==> src/rtl/ddr_wr_pkg.sv <==
package ddr_wr_pkg;
  typedef enum logic {
    PH_IDLE  = 1'b0,
    PH_BEAT1 = 1'b1
  } phase_e;
endpackage

==> src/rtl/wr_lat_delay.sv <==
module wr_lat_delay #(
  parameter int unsigned MAX_WL = 3,
  localparam int unsigned WL_W = $clog2(MAX_WL + 1)
) (
  input  logic            clk_i,
  input  logic            rst_ni,
  input  logic            cmd_i,
  input  logic [WL_W-1:0] wl_i,
  output logic            start_o
);
  logic [MAX_WL:0]      dly;
  logic [2**WL_W-1:0]   taps;
  logic [WL_W-1:0]      wl_eff;

  assign dly[0] = cmd_i;

  for (genvar s = 1; s <= MAX_WL; s++) begin : g_stage
    always_ff @(posedge clk_i or negedge rst_ni) begin
      if (!rst_ni) dly[s] <= 1'b0;
      else         dly[s] <= dly[s-1];
    end
  end

  always_comb begin
    taps = '0;
    taps[MAX_WL:1] = dly[MAX_WL:1];
  end

  // latency 0 is not supported: treat as 1
  assign wl_eff  = (wl_i == '0) ? WL_W'(1) : wl_i;
  assign start_o = taps[wl_eff];
endmodule

==> src/rtl/wr_beat_ctrl.sv <==
module wr_beat_ctrl
  import ddr_wr_pkg::*;
(
  input  logic clk_i,
  input  logic rst_ni,
  input  logic start_i,
  output logic cap0_o,
  output logic cap1_o,
  output logic valid_o,
  output logic err_o
);
  phase_e ph_q;

  assign cap0_o = start_i && (ph_q == PH_IDLE);
  assign cap1_o = (ph_q == PH_BEAT1);

  always_ff @(posedge clk_i or negedge rst_ni) begin
    if (!rst_ni) begin
      ph_q    <= PH_IDLE;
      valid_o <= 1'b0;
      err_o   <= 1'b0;
    end else begin
      ph_q    <= cap0_o ? PH_BEAT1 : PH_IDLE;
      valid_o <= cap1_o;
      // start landing on the second beat overlaps the running burst
      err_o   <= start_i && cap1_o;
    end
  end
endmodule

==> src/rtl/wr_word_pack.sv <==
module wr_word_pack #(
  parameter int unsigned DQ_W = 32,
  localparam int unsigned LANES  = DQ_W / 8,
  localparam int unsigned CORE_W = 4 * DQ_W,
  localparam int unsigned BE_W   = 4 * LANES
) (
  input  logic              clk_i,
  input  logic              rst_ni,
  input  logic              cap0_i,
  input  logic              cap1_i,
  input  logic [DQ_W-1:0]   rise_data_i,
  input  logic [LANES-1:0]  rise_mask_i,
  input  logic [DQ_W-1:0]   fall_data_i,
  input  logic [LANES-1:0]  fall_mask_i,
  output logic [CORE_W-1:0] data_o,
  output logic [BE_W-1:0]   be_o
);
  logic [2*DQ_W-1:0]  b0_data_q;
  logic [2*LANES-1:0] b0_mask_q;

  always_ff @(posedge clk_i or negedge rst_ni) begin
    if (!rst_ni) begin
      b0_data_q <= '0;
      b0_mask_q <= '0;
    end else if (cap0_i) begin
      b0_data_q <= {fall_data_i, rise_data_i};
      b0_mask_q <= {fall_mask_i, rise_mask_i};
    end
  end

  always_ff @(posedge clk_i or negedge rst_ni) begin
    if (!rst_ni) begin
      data_o <= '0;
      be_o   <= '0;
    end else if (cap1_i) begin
      data_o <= {fall_data_i, rise_data_i, b0_data_q};
      be_o   <= ~{fall_mask_i, rise_mask_i, b0_mask_q};
    end
  end
endmodule

==> src/rtl/ddr_wr_prefetch.sv <==
module ddr_wr_prefetch #(
  parameter int unsigned DQ_W   = 32,
  parameter int unsigned MAX_WL = 3,
  localparam int unsigned LANES  = DQ_W / 8,
  localparam int unsigned CORE_W = 4 * DQ_W,
  localparam int unsigned BE_W   = 4 * LANES,
  localparam int unsigned WL_W   = $clog2(MAX_WL + 1)
) (
  input  logic              clk_i,
  input  logic              rst_ni,
  input  logic [WL_W-1:0]   wl_i,
  input  logic              wr_cmd_i,
  input  logic [DQ_W-1:0]   rise_data_i,
  input  logic [LANES-1:0]  rise_mask_i,
  input  logic [DQ_W-1:0]   fall_data_i,
  input  logic [LANES-1:0]  fall_mask_i,
  output logic [CORE_W-1:0] core_data_o,
  output logic [BE_W-1:0]   core_be_o,
  output logic              core_valid_o,
  output logic              err_o
);
  logic start, cap0, cap1;

  wr_lat_delay #(.MAX_WL(MAX_WL)) i_lat (
    .clk_i   (clk_i),
    .rst_ni  (rst_ni),
    .cmd_i   (wr_cmd_i),
    .wl_i    (wl_i),
    .start_o (start)
  );

  wr_beat_ctrl i_ctrl (
    .clk_i   (clk_i),
    .rst_ni  (rst_ni),
    .start_i (start),
    .cap0_o  (cap0),
    .cap1_o  (cap1),
    .valid_o (core_valid_o),
    .err_o   (err_o)
  );

  wr_word_pack #(.DQ_W(DQ_W)) i_pack (
    .clk_i       (clk_i),
    .rst_ni      (rst_ni),
    .cap0_i      (cap0),
    .cap1_i      (cap1),
    .rise_data_i (rise_data_i),
    .rise_mask_i (rise_mask_i),
    .fall_data_i (fall_data_i),
    .fall_mask_i (fall_mask_i),
    .data_o      (core_data_o),
    .be_o        (core_be_o)
  );
endmodule

==> config.mk <==
export PLATFORM = sky130hd
export DESIGN_NAME = ddr_wr_prefetch
export DESIGN_NICKNAME = d
export VERILOG_FILES = /design/src/rtl/ddr_wr_pkg.sv /design/src/rtl/wr_lat_delay.sv /design/src/rtl/wr_beat_ctrl.sv /design/src/rtl/wr_word_pack.sv /design/src/rtl/ddr_wr_prefetch.sv
export SDC_FILE = /design/constraint.sdc
export NUM_CORES = 1
export LEC_CHECK = 0
export ABC_AREA = 1
export BUFFER_PORTS_ARGS = -buffer_cell sky130_fd_sc_hd__buf_2
export CORE_ASPECT_RATIO = 1.1
export CORE_UTILIZATION = 45
export CTS_CLUSTER_DIAMETER = 50
export DETAILED_ROUTE_END_ITERATION = 10
export GPL_TIMING_DRIVEN = 0
export PLACE_DENSITY = 0.72
export SETUP_SLACK_MARGIN = 0.1
export SYNTH_ARGS = -nofsm -noshare
export SYNTH_HDL_FRONTEND = slang
export SYNTH_SLANG_ARGS = --single-unit
==> constraint.sdc <==
create_clock -name clk_i -period 1.4 [get_ports clk_i]
set_input_delay 0.28 -clock clk_i [delete_from_list [all_inputs] [get_ports clk_i]]
set_output_delay 0.28 -clock clk_i [all_outputs]
set_load 0.005 [all_outputs]
## Word-level counts from Yosys, hierarchy flattened

Index checks and enable logic that the tools add are counted.

| word-level totals | value |
|---|---|
| register bits after elaboration | 222 |
| input port bits | 77 |
| output and inout port bits | 146 |
| logic and storage cells | 20 |

| cells by class | value |
|---|---|
| magnitude comparators | 1 |
| muxes and demuxes | 4 |
| bitwise operators | 2 |
| reduce and logical (&&, ||, !) cells | 3 |

Operator list:

| operator | number |
|---|---|
| NOT 16 bit | 1 |
| less-than comparator 2 x 3 -> 1 bit (second input constant) | 1 |
| binary-select mux 1 bit (select 2 bit) | 1 |
| logical AND 1 bit | 2 |
| zero test 2 bit | 1 |
| 2-to-1 mux 1 bit | 2 |
| 2-to-1 mux 2 bit | 1 |
| NOT 1 bit | 1 |

## Longest topological paths before layout

Gate-level depths: netlist of the first run.

| logic depth | value |
|---|---|
| depth in word-level cells | 6 |
| mapped depth | 7 |

## By module

From an unflattened synthesis of the first run, not the netlist that was laid out.

| second synthesis, totals | value |
|---|---|
| cell total of the unflattened synthesis | 947 |
| area, all modules | 8376.8 um^2 |

Modules (own cells, without submodules):

| module | instances | cells each | area an instance (um^2) |
|---|---|---|---|
| wr_word_pack | 1 | 928 | 8174.1 |
| wr_lat_delay | 1 | 12 | 110.1 |
| wr_beat_ctrl | 1 | 7 | 92.6 |

## Least setup slack after synthesis of the first run

No wires, ideal clock.

| timing path | value |
|---|---|
| path type | reg2reg |
| from | register i_lat.dly[1] |
| to | register i_pack.b0_data_q[10] |
| data arrival time | 1009 ps |
| data required time | 1283 ps |
| slack | 274 ps |
| cell stages (with the launch flop) | 6 |
| cell sequence | dfrtp_1 > or2_4 > buf_6 > buf_2 > nand4_1 > nand2_1 |

| on the way | value |
|---|---|
| word-level cells in the longest chain between the ends | 3 |

RTL lines:

| element | RTL line | text |
|---|---|---|
| start, declared | wr_lat_delay.sv:11 | `logic [MAX_WL:0] dly;` |
| start signal, assigned by index | wr_lat_delay.sv:20 | `else dly[s] <= dly[s-1];` |
| binary-select mux 1 bit (select 2 bit) | wr_lat_delay.sv:31 | `assign start_o = taps[wl_eff];` |
| 2-to-1 mux 1 bit (not written as such) | wr_lat_delay.sv:31 |  |
| logical AND 1 bit | wr_beat_ctrl.sv:14 | `assign cap0_o = start_i && (ph_q == PH_IDLE);` |
| end signal, assigned | wr_word_pack.sv:26 | `b0_data_q <= {fall_data_i, rise_data_i};` |
| end, declared | wr_word_pack.sv:18 | `logic [2*DQ_W-1:0] b0_data_q;` |

Every way passes these cells. The select of a mux whose other input is x is not followed.
A chain may end at the register's enable or synchronous reset.

## Worst setup path after layout of the first run

| timing path | value |
|---|---|
| from | register i_pack.data_o[32] |
| to | output port core_data_o[32] |

RTL lines:

| element | RTL line | text |
|---|---|---|
| start, declared | wr_word_pack.sv:15 | `output logic [CORE_W-1:0] data_o,` |
| start signal, assigned | wr_word_pack.sv:36 | `data_o <= {fall_data_i, rise_data_i, b0_data_q};` |
| end, declared | ddr_wr_prefetch.sv:17 | `output logic [CORE_W-1:0] core_data_o,` |

No word-level cell between the ends.

==> metrics.md, run 1 <==
| Metric | Value |
|---|---|
| Post-layout nets | 1344 |
| Layout cell share with drive strength beyond 1 | 30.34% |
| Status | finished, violations left |
| Crit share post-route | 93.10% |
| Internal power | 13.75 mW |
| Sink Count | 222 |
| Worst R2R End | i_pack.b0_data_q[42]$_DFFE_PN0P_ |
| Initial Util | 46.03% |
| Residual DRC | 0 |
| Drt total wl | 22580 um |
| CTS clk-pin slew, worst paths | 60 ps |
| Worst r2r src | i_lat.dly[1]$_DFF_PN0_ |
| CP Data Arrival Time | 1020 ps |
| Final setup violating endpoints | 0 |
| Grt ovf | 0 |
| Sw frac | 28.77% |
| Final hold viol count | 106 |
| CP Max Fanout | 2 |
| Max Clock Freq | 767.2 MHz |
| Number of global-route vias before repair | 6951 |
| Site row count | 52 |
| CP max-delay cell | dfrtp_1 |
| DPL Wire Length | 14790 um |
| Drt via density | 4.818 |
| Hold WS | -193.1 ps |
| Switch Pwr | 5.553 mW |
| Worst Setup End Kind | output port |
| Leakage | 6.620 nW |
| RSZ-0062 raised after global routing | yes |
| Slew Viols, Final | 0 |
| DP Worst Slack | -160.7 ps |
| Met3 WL | 1085 um |
| Number of DRC markers in iteration 0 | 407 |
| Clock buffer depth | 3 |
| CTS tree | done |
| Worst reg-to-reg setup slack | 140 ps |
| Via count | 7352 |
| Synth area leader | dfrtp_1 |
| Combinational Power Share | 23.6% |
| Die area | 0.01946 sq mm |
| Fin crit period | 1303 ps |
| Worst clock skew | 12.96 ps |
| Slew @ Worst Pin | 836.9 ps |
| Reg2Reg Depth | 5 |
| Hold Path Class | in2async |
| Max_cap viols | 0 |
| Ys Warns | 0 |
| Total iterations of the first detailed-routing run | 5 |
| Post-synth top area share | 65.31% |
| Synthesis-stage register bit count | 222 |
| Seq pwr share | 44.7% |
| Slowest stage delay, CP | 400 ps |
| Die H | 146.2 um |
| Clk network pwr share | 31.8% |
| CTS Buf Count | 23 |
| Routed length on met2 | 11020 um |
| Finished Core Util | 63.24% |
| Setup ws final | 96.64 ps |
| Initial antenna violation count | 1 |
| Slew margin rel. | 44.21% |
| Core Box Area | 0.01848 sq mm |
| H-tree levels | 1 |
| Die Span X | 133.1 um |
| Mapped cell area | 0.008506 sq mm |
| Critical path required time | 1120 ps |
| First-pass GRT wire length | 35750 um |
| Peak supply drop | 0.0008710 V |
| Hold buffer count at cts | 29 |
| Cell Pwr Density | 1652 mW/mm^2 |
| Gp weighted congestion | 0.8026 |
| Critical path's top delay family | flip-flops |
| Wirelength per Cell | 14.80 um |
| Worst setup path category | reg2out |
| Routed length on met1 | 9798 um |
| Area Overhead vs Synth | 37.38% |
| Top post-synthesis cells by area | dfrtp_1 (65%), nand2_1 (24%), nand4_1 (5.3%), buf_2 (2.4%), buf_4 (0.71%) |
| Bufs and invs on worst path | 1 |
| Register area share after synthesis | 65.31% |
| Max layer used | met4 |
| Failing checks | hold timing |
| Crit path cell chain | buf_2 |
| Cells after Synth | 926 |
| I/O pins | 223 |
| Synth Area per Inst | 9.185 sq um |
| Largest net degree at the start of global routing | 117 |
| Yosys cell types | 16 |
| Root Driver | clkbuf_16 |
| PortBufs | 222 |
| Mapped Nets | 1003 |
| DRT antenna net count | 0 |
| GRT Resource Usage Total | 22.98% |
| Worst-skew pair later-pin latency | 500 ps |
| Startpoint Class | register |
[cells in the mapped netlist]
cell type / instances
buf_1: 4
buf_2: 40
buf_4: 8
buf_6: 1
clkbuf_1: 9
dfrtp_1: 222
inv_1: 2
inv_2: 1
nand2_1: 547
nand3_1: 1
nand3_4: 1
nand4_1: 72
nor2_1: 1
o21ai_0: 10
o21ai_1: 6
or2_4: 1
[worst max path at each step]
| stage | from | to | slack (ps) | depth (start not counted) |
|---|---|---|---|---|
| finish | i_pack.data_o[32]$_DFFE_PN0P_ | core_data_o[32] | 100 | 1 |
| global route | i_pack.data_o[57]$_DFFE_PN0P_ | core_data_o[57] | 60 | 1 |
| CTS | i_pack.be_o[8]$_DFFE_PN0P_ | core_be_o[8] | 80 | 1 |
| detailed placement | i_ctrl.cap1_o$_DFF_PN0_ | i_pack.b0_mask_q[3]$_DFFE_PN0P_ | -160 | 5 |
| global placement | rst_ni | i_pack.b0_mask_q[5]$_DFFE_PN0P_ | -3760 | 1 |
| floorplan | i_lat.dly[1]$_DFF_PN0_ | i_pack.b0_data_q[10]$_DFFE_PN0P_ | 270 | 5 |
[cell usage in the layout, fill, tap and decap left out]
cell type	netlist	final
nand2_1	547	547
buf_2	40	234
dfrtp_1	222	221
buf_4	8	85
nand4_1	72	72
dlygate4sd3_1	0	29
clkbuf_16	0	24
o21ai_0	10	10
clkbuf_2	0	9
buf_6	1	8
clkbuf_4	0	6
o21ai_1	6	6
clkbuf_1	9	5
clkbuf_8	0	5
nand3_4	1	3
buf_8	0	3
inv_1	2	2
clkinvlp_4	0	2
clkinv_2	0	2
bufinv_16	0	2
diode_2	0	1
clkinv_4	0	1
or2_4	1	1
buf_12	0	1
nor2_1	1	1
inv_8	0	1
dfrtp_2	0	1
buf_16	0	1
[logic make-up (layout without fill, tap and decap cells)]
kind of cell | after synthesis | after routing | share of synthesized area [%]
other | 0 | 1 | 0
buffers and inverters | 65 | 420 | 3.898
AND/OR/NAND/NOR | 623 | 624 | 29.85
flip-flops | 222 | 222 | 65.31
AO/OA/AOI/OAI | 16 | 16 | 0.9415
[power groups by stage]
stage / Combinational (mW) / Clock [mW] / Sequential, mW
floorplan: 1.68 / 0 / 8.76
global placement: 3.60 / 0 / 8.68
detailed placement: 3.73 / 0 / 8.71
CTS: 4.16 / 6.24 / 8.61
global route: 5.09 / 6.49 / 8.77
finish: 4.55 / 6.13 / 8.62
[state kept, by name, summed over array words and instances (netlist names)]
signal	flops
i_pack.data_o	128
i_pack.b0_mask_q	8
i_pack.be_o	16
i_pack.b0_data_q	64
i_ctrl.valid_o	1
i_lat.dly	3
i_ctrl.cap1_o	1
i_ctrl.err_o	1
[layer usage]
metal	track usage [%]	up-vias
met4	7.989	0
met5	0	-
li1	-	3617
met3	3.472	46
met2	38.30	201
met1	30.63	3488
[cell type report]
type                       count  area [sq um]
clock buffer                  33         663.1
timing repair buffer         315          1936
multi-input combinational    640          2649
sequential                   222          5557
fill                        1572          6793
tap                          243         304.0
antenna                        1         2.502
clock inverter                 7         96.34
buffer                        62         461.7
inverter                       3         16.27
[per-stage QoR]
stage	std cells	power [mW]	TNS (ps)	instance area, sq um
final	1526	19.30	0	11690
after detailed placement	1392	12.44	-16890	9958
after global routing	1526	20.35	0	11690
after global placement	1391	12.29	-842320	9921
after CTS	1486	19.01	0	11280
after floorplan	926	10.44	0	8506
[what timing repair did]
item / 4_1_cts / 5_1_grt
setup endpoints to repair: 276 / 273
endpoints found under the hold margin: 135 / 106
resized for setup: 34 / 38
cloned: 1 / 1
pin swaps: 1 / 1
setup buffers: 24 / 38
No activity file was read; power rests on OpenSTA's default activity.
==> run 2, diff against run 1 <==
CORE_UTILIZATION = 46   (was 45)
PLACE_DENSITY = 0.73   (was 0.72)
clock period = 1.2 ns   (was 1.4 ns; I/O delays follow)
==> metrics.md, run 2 (same netlist as run 1, synthesis figures left out) <==
| Metric | Value |
|---|---|
| Status | finished, violations left |
| Failing checks | hold timing, setup timing |
| Critical path required time | 1580 ps |
| CP max-delay cell | dfrtp_2 |
| Drt total wl | 30000 um |
| Worst Setup End Kind | register |
| Via count | 8617 |
| Final setup violating endpoints | 292 |
| I/O pins | 223 |
| CP Max Fanout | 8 |
| Peak supply drop | 0.001063 V |
| Fin crit period | 1313 ps |
| Total iterations of the first detailed-routing run | 6 |
| Sink Count | 222 |
| Slew margin rel. | 44.74% |
| RSZ-0062 raised after global routing | yes |
| Worst clock skew | 7.813 ps |
| Leakage | 7.705 nW |
| CTS clk-pin slew, worst paths | 60 ps |
| Max Clock Freq | 761.4 MHz |
| Max_cap viols | 0 |
| Hold WS | -239.0 ps |
| DP Cell Count | 1387 |
| Largest net degree at the start of global routing | 116 |
| Final cell count without fillers | 1648 |
| Area Overhead vs Synth | 65.28% |
| Die Span X | 131.7 um |
| Crit-path most repeated cell | nand2_1 |
| Startpoint Class | register |
| Die H | 144.6 um |
| Largest Register | i_pack.data_o |
| Cell Pwr Density | 1780 mW/mm^2 |
| Worst-skew pair later-pin latency | 500 ps |
| Setup ws final | -113.3 ps |
| Post-layout nets | 1471 |
| Most common cell after layout, fill and taps aside | nand2_1 |
| Layout cell share with drive strength beyond 1 | 42.98% |
| Critical path's top delay family | flip-flops |
| Residual DRC | 0 |
| CP Data Arrival Time | 1690 ps |
| Hold buffer count at cts | 73 |
| CTS tree | done |
| Core Box Area | 0.01793 sq mm |
| Crit path cell chain | inv_8, buf_12, nand3_4, buf_6, nand2_1, nand2_1 |
| Most frequent cells in the layout | nand2_1 (419), dfrtp_1 (221), buf_2 (219) |
| Grt ovf | 0 |
| Slew @ Worst Pin | 828.8 ps |
| Slew Viols, Final | 0 |
| CTS Buf Count | 23 |
| Site row count | 51 |
| Number of flip-flops in the largest register | 128 |
| First-pass GRT wire length | 38520 um |
| Root Driver | clkbuf_16 |
| Wirelength per Cell | 18.20 um |
| GRT Resource Usage Total | 25.55% |
| Largest regs | i_pack.data_o (128), i_pack.b0_data_q (64), i_pack.be_o (16) |
| Number of global-route vias before repair | 7506 |
| Bufs and invs on worst path | 3 |
| Drt via density | 5.229 |
| Crit share post-route | 109.4% |
| PortBufs | 222 |
| Final hold viol count | 107 |
| Initial antenna violation count | 0 |
| Gp weighted congestion | 0.8155 |
| Finished Core Util | 78.40% |
| Number of DRC markers in iteration 0 | 643 |
| H-tree levels | 1 |
| Slowest stage delay, CP | 490 ps |
| Hold Path Class | in2async |
| Final setup TNS | -14970 ps |
| Worst setup path category | reg2reg |
| Initial Util | 47.44% |
| N_diodes | 0 |
| DRT antenna net count | 0 |
| DPL Wire Length | 14790 um |
| Clock buffer depth | 3 |
| Die area | 0.01904 sq mm |
-- run 2: cell count changes in the layout (fill, tap and decap cells not counted), sizes merged --
| cell | before | now |
|---|---|---|
| buf | 332 | 395 |
| dlygate4sd3 | 29 | 73 |
| clkbuf | 49 | 67 |
| clkinv | 3 | 4 |
| clkinvlp | 2 | 3 |
| diode | 1 | 0 |
| inv | 3 | 4 |
-- run 2: through the flow --
step	instance area, sq um	setup WS, ps	power, mW
finish	14060	-113.3	25.02
global route	14060	-173.1	26.17
CTS	12200	-83.50	22.64
detailed placement	9970	-356.4	14.52
global placement	9932	-3885	14.34
floorplan	8523	79.50	12.19
-- run 2: where the power goes --
part           internal (mW)  switching [mW]  total, mW
Sequential              9.19            1.09       10.3
Combinational           4.04            3.65       7.68
Clock                   4.11            2.94       7.05
-- run 2: worst paths after layout --
path / start / end / slack, ps / depth (start not counted)
max: i_ctrl.cap1_o$_DFF_PN0_ / i_pack.b0_mask_q[4]$_DFFE_PN0P_ / -110 / 6
min: rst_ni / i_pack.be_o[13]$_DFFE_PN0P_ / -240 / 1
max reg2reg: i_ctrl.cap1_o$_DFF_PN0_ / i_pack.b0_mask_q[4]$_DFFE_PN0P_ / -110 / 6
min reg2reg: i_lat.dly[2]$_DFF_PN0_ / i_lat.dly[3]$_DFF_PN0_ / 410 / 0
max in group asynchronous: rst_ni / i_pack.b0_data_q[19]$_DFFE_PN0P_ / 410 / 2
min in group clk_i: i_lat.dly[2]$_DFF_PN0_ / i_lat.dly[3]$_DFF_PN0_ / 410 / 0
-- run 2: layout make-up --
type | instances | area (sq um)
flip-flops and latches | 222 | 5557
fillers | 1028 | 3872
repair buffers | 443 | 3597
multi-input cells | 640 | 3102
plain buffers | 60 | 745.7
clock buffers | 32 | 629.4
well taps | 238 | 297.8
clock inverters | 9 | 103.9
inverters | 3 | 18.77
repair inverters | 1 | 7.507
-- run 2: routing by layer --
| metal | up-vias | track usage [%] | part of all wire [%] |
|---|---|---|---|
| li1 | 3872 | - | - |
| met2 | 392 | 43.92 | 51 |
| met1 | 4243 | 33.20 | 39 |
| met3 | 110 | 3.856 | 5.4 |
| met4 | 0 | 8.935 | 4.1 |
| met5 | - | 0 | 0 |
-- run 2: repair_timing --
action                                  CTS  global route
endpoints found under the setup margin  364           364
gates cloned                              4            30
resized for setup                        98           244
pin swaps                                 4            62
endpoints found under the hold margin   183           107
buffers inserted                         57            58
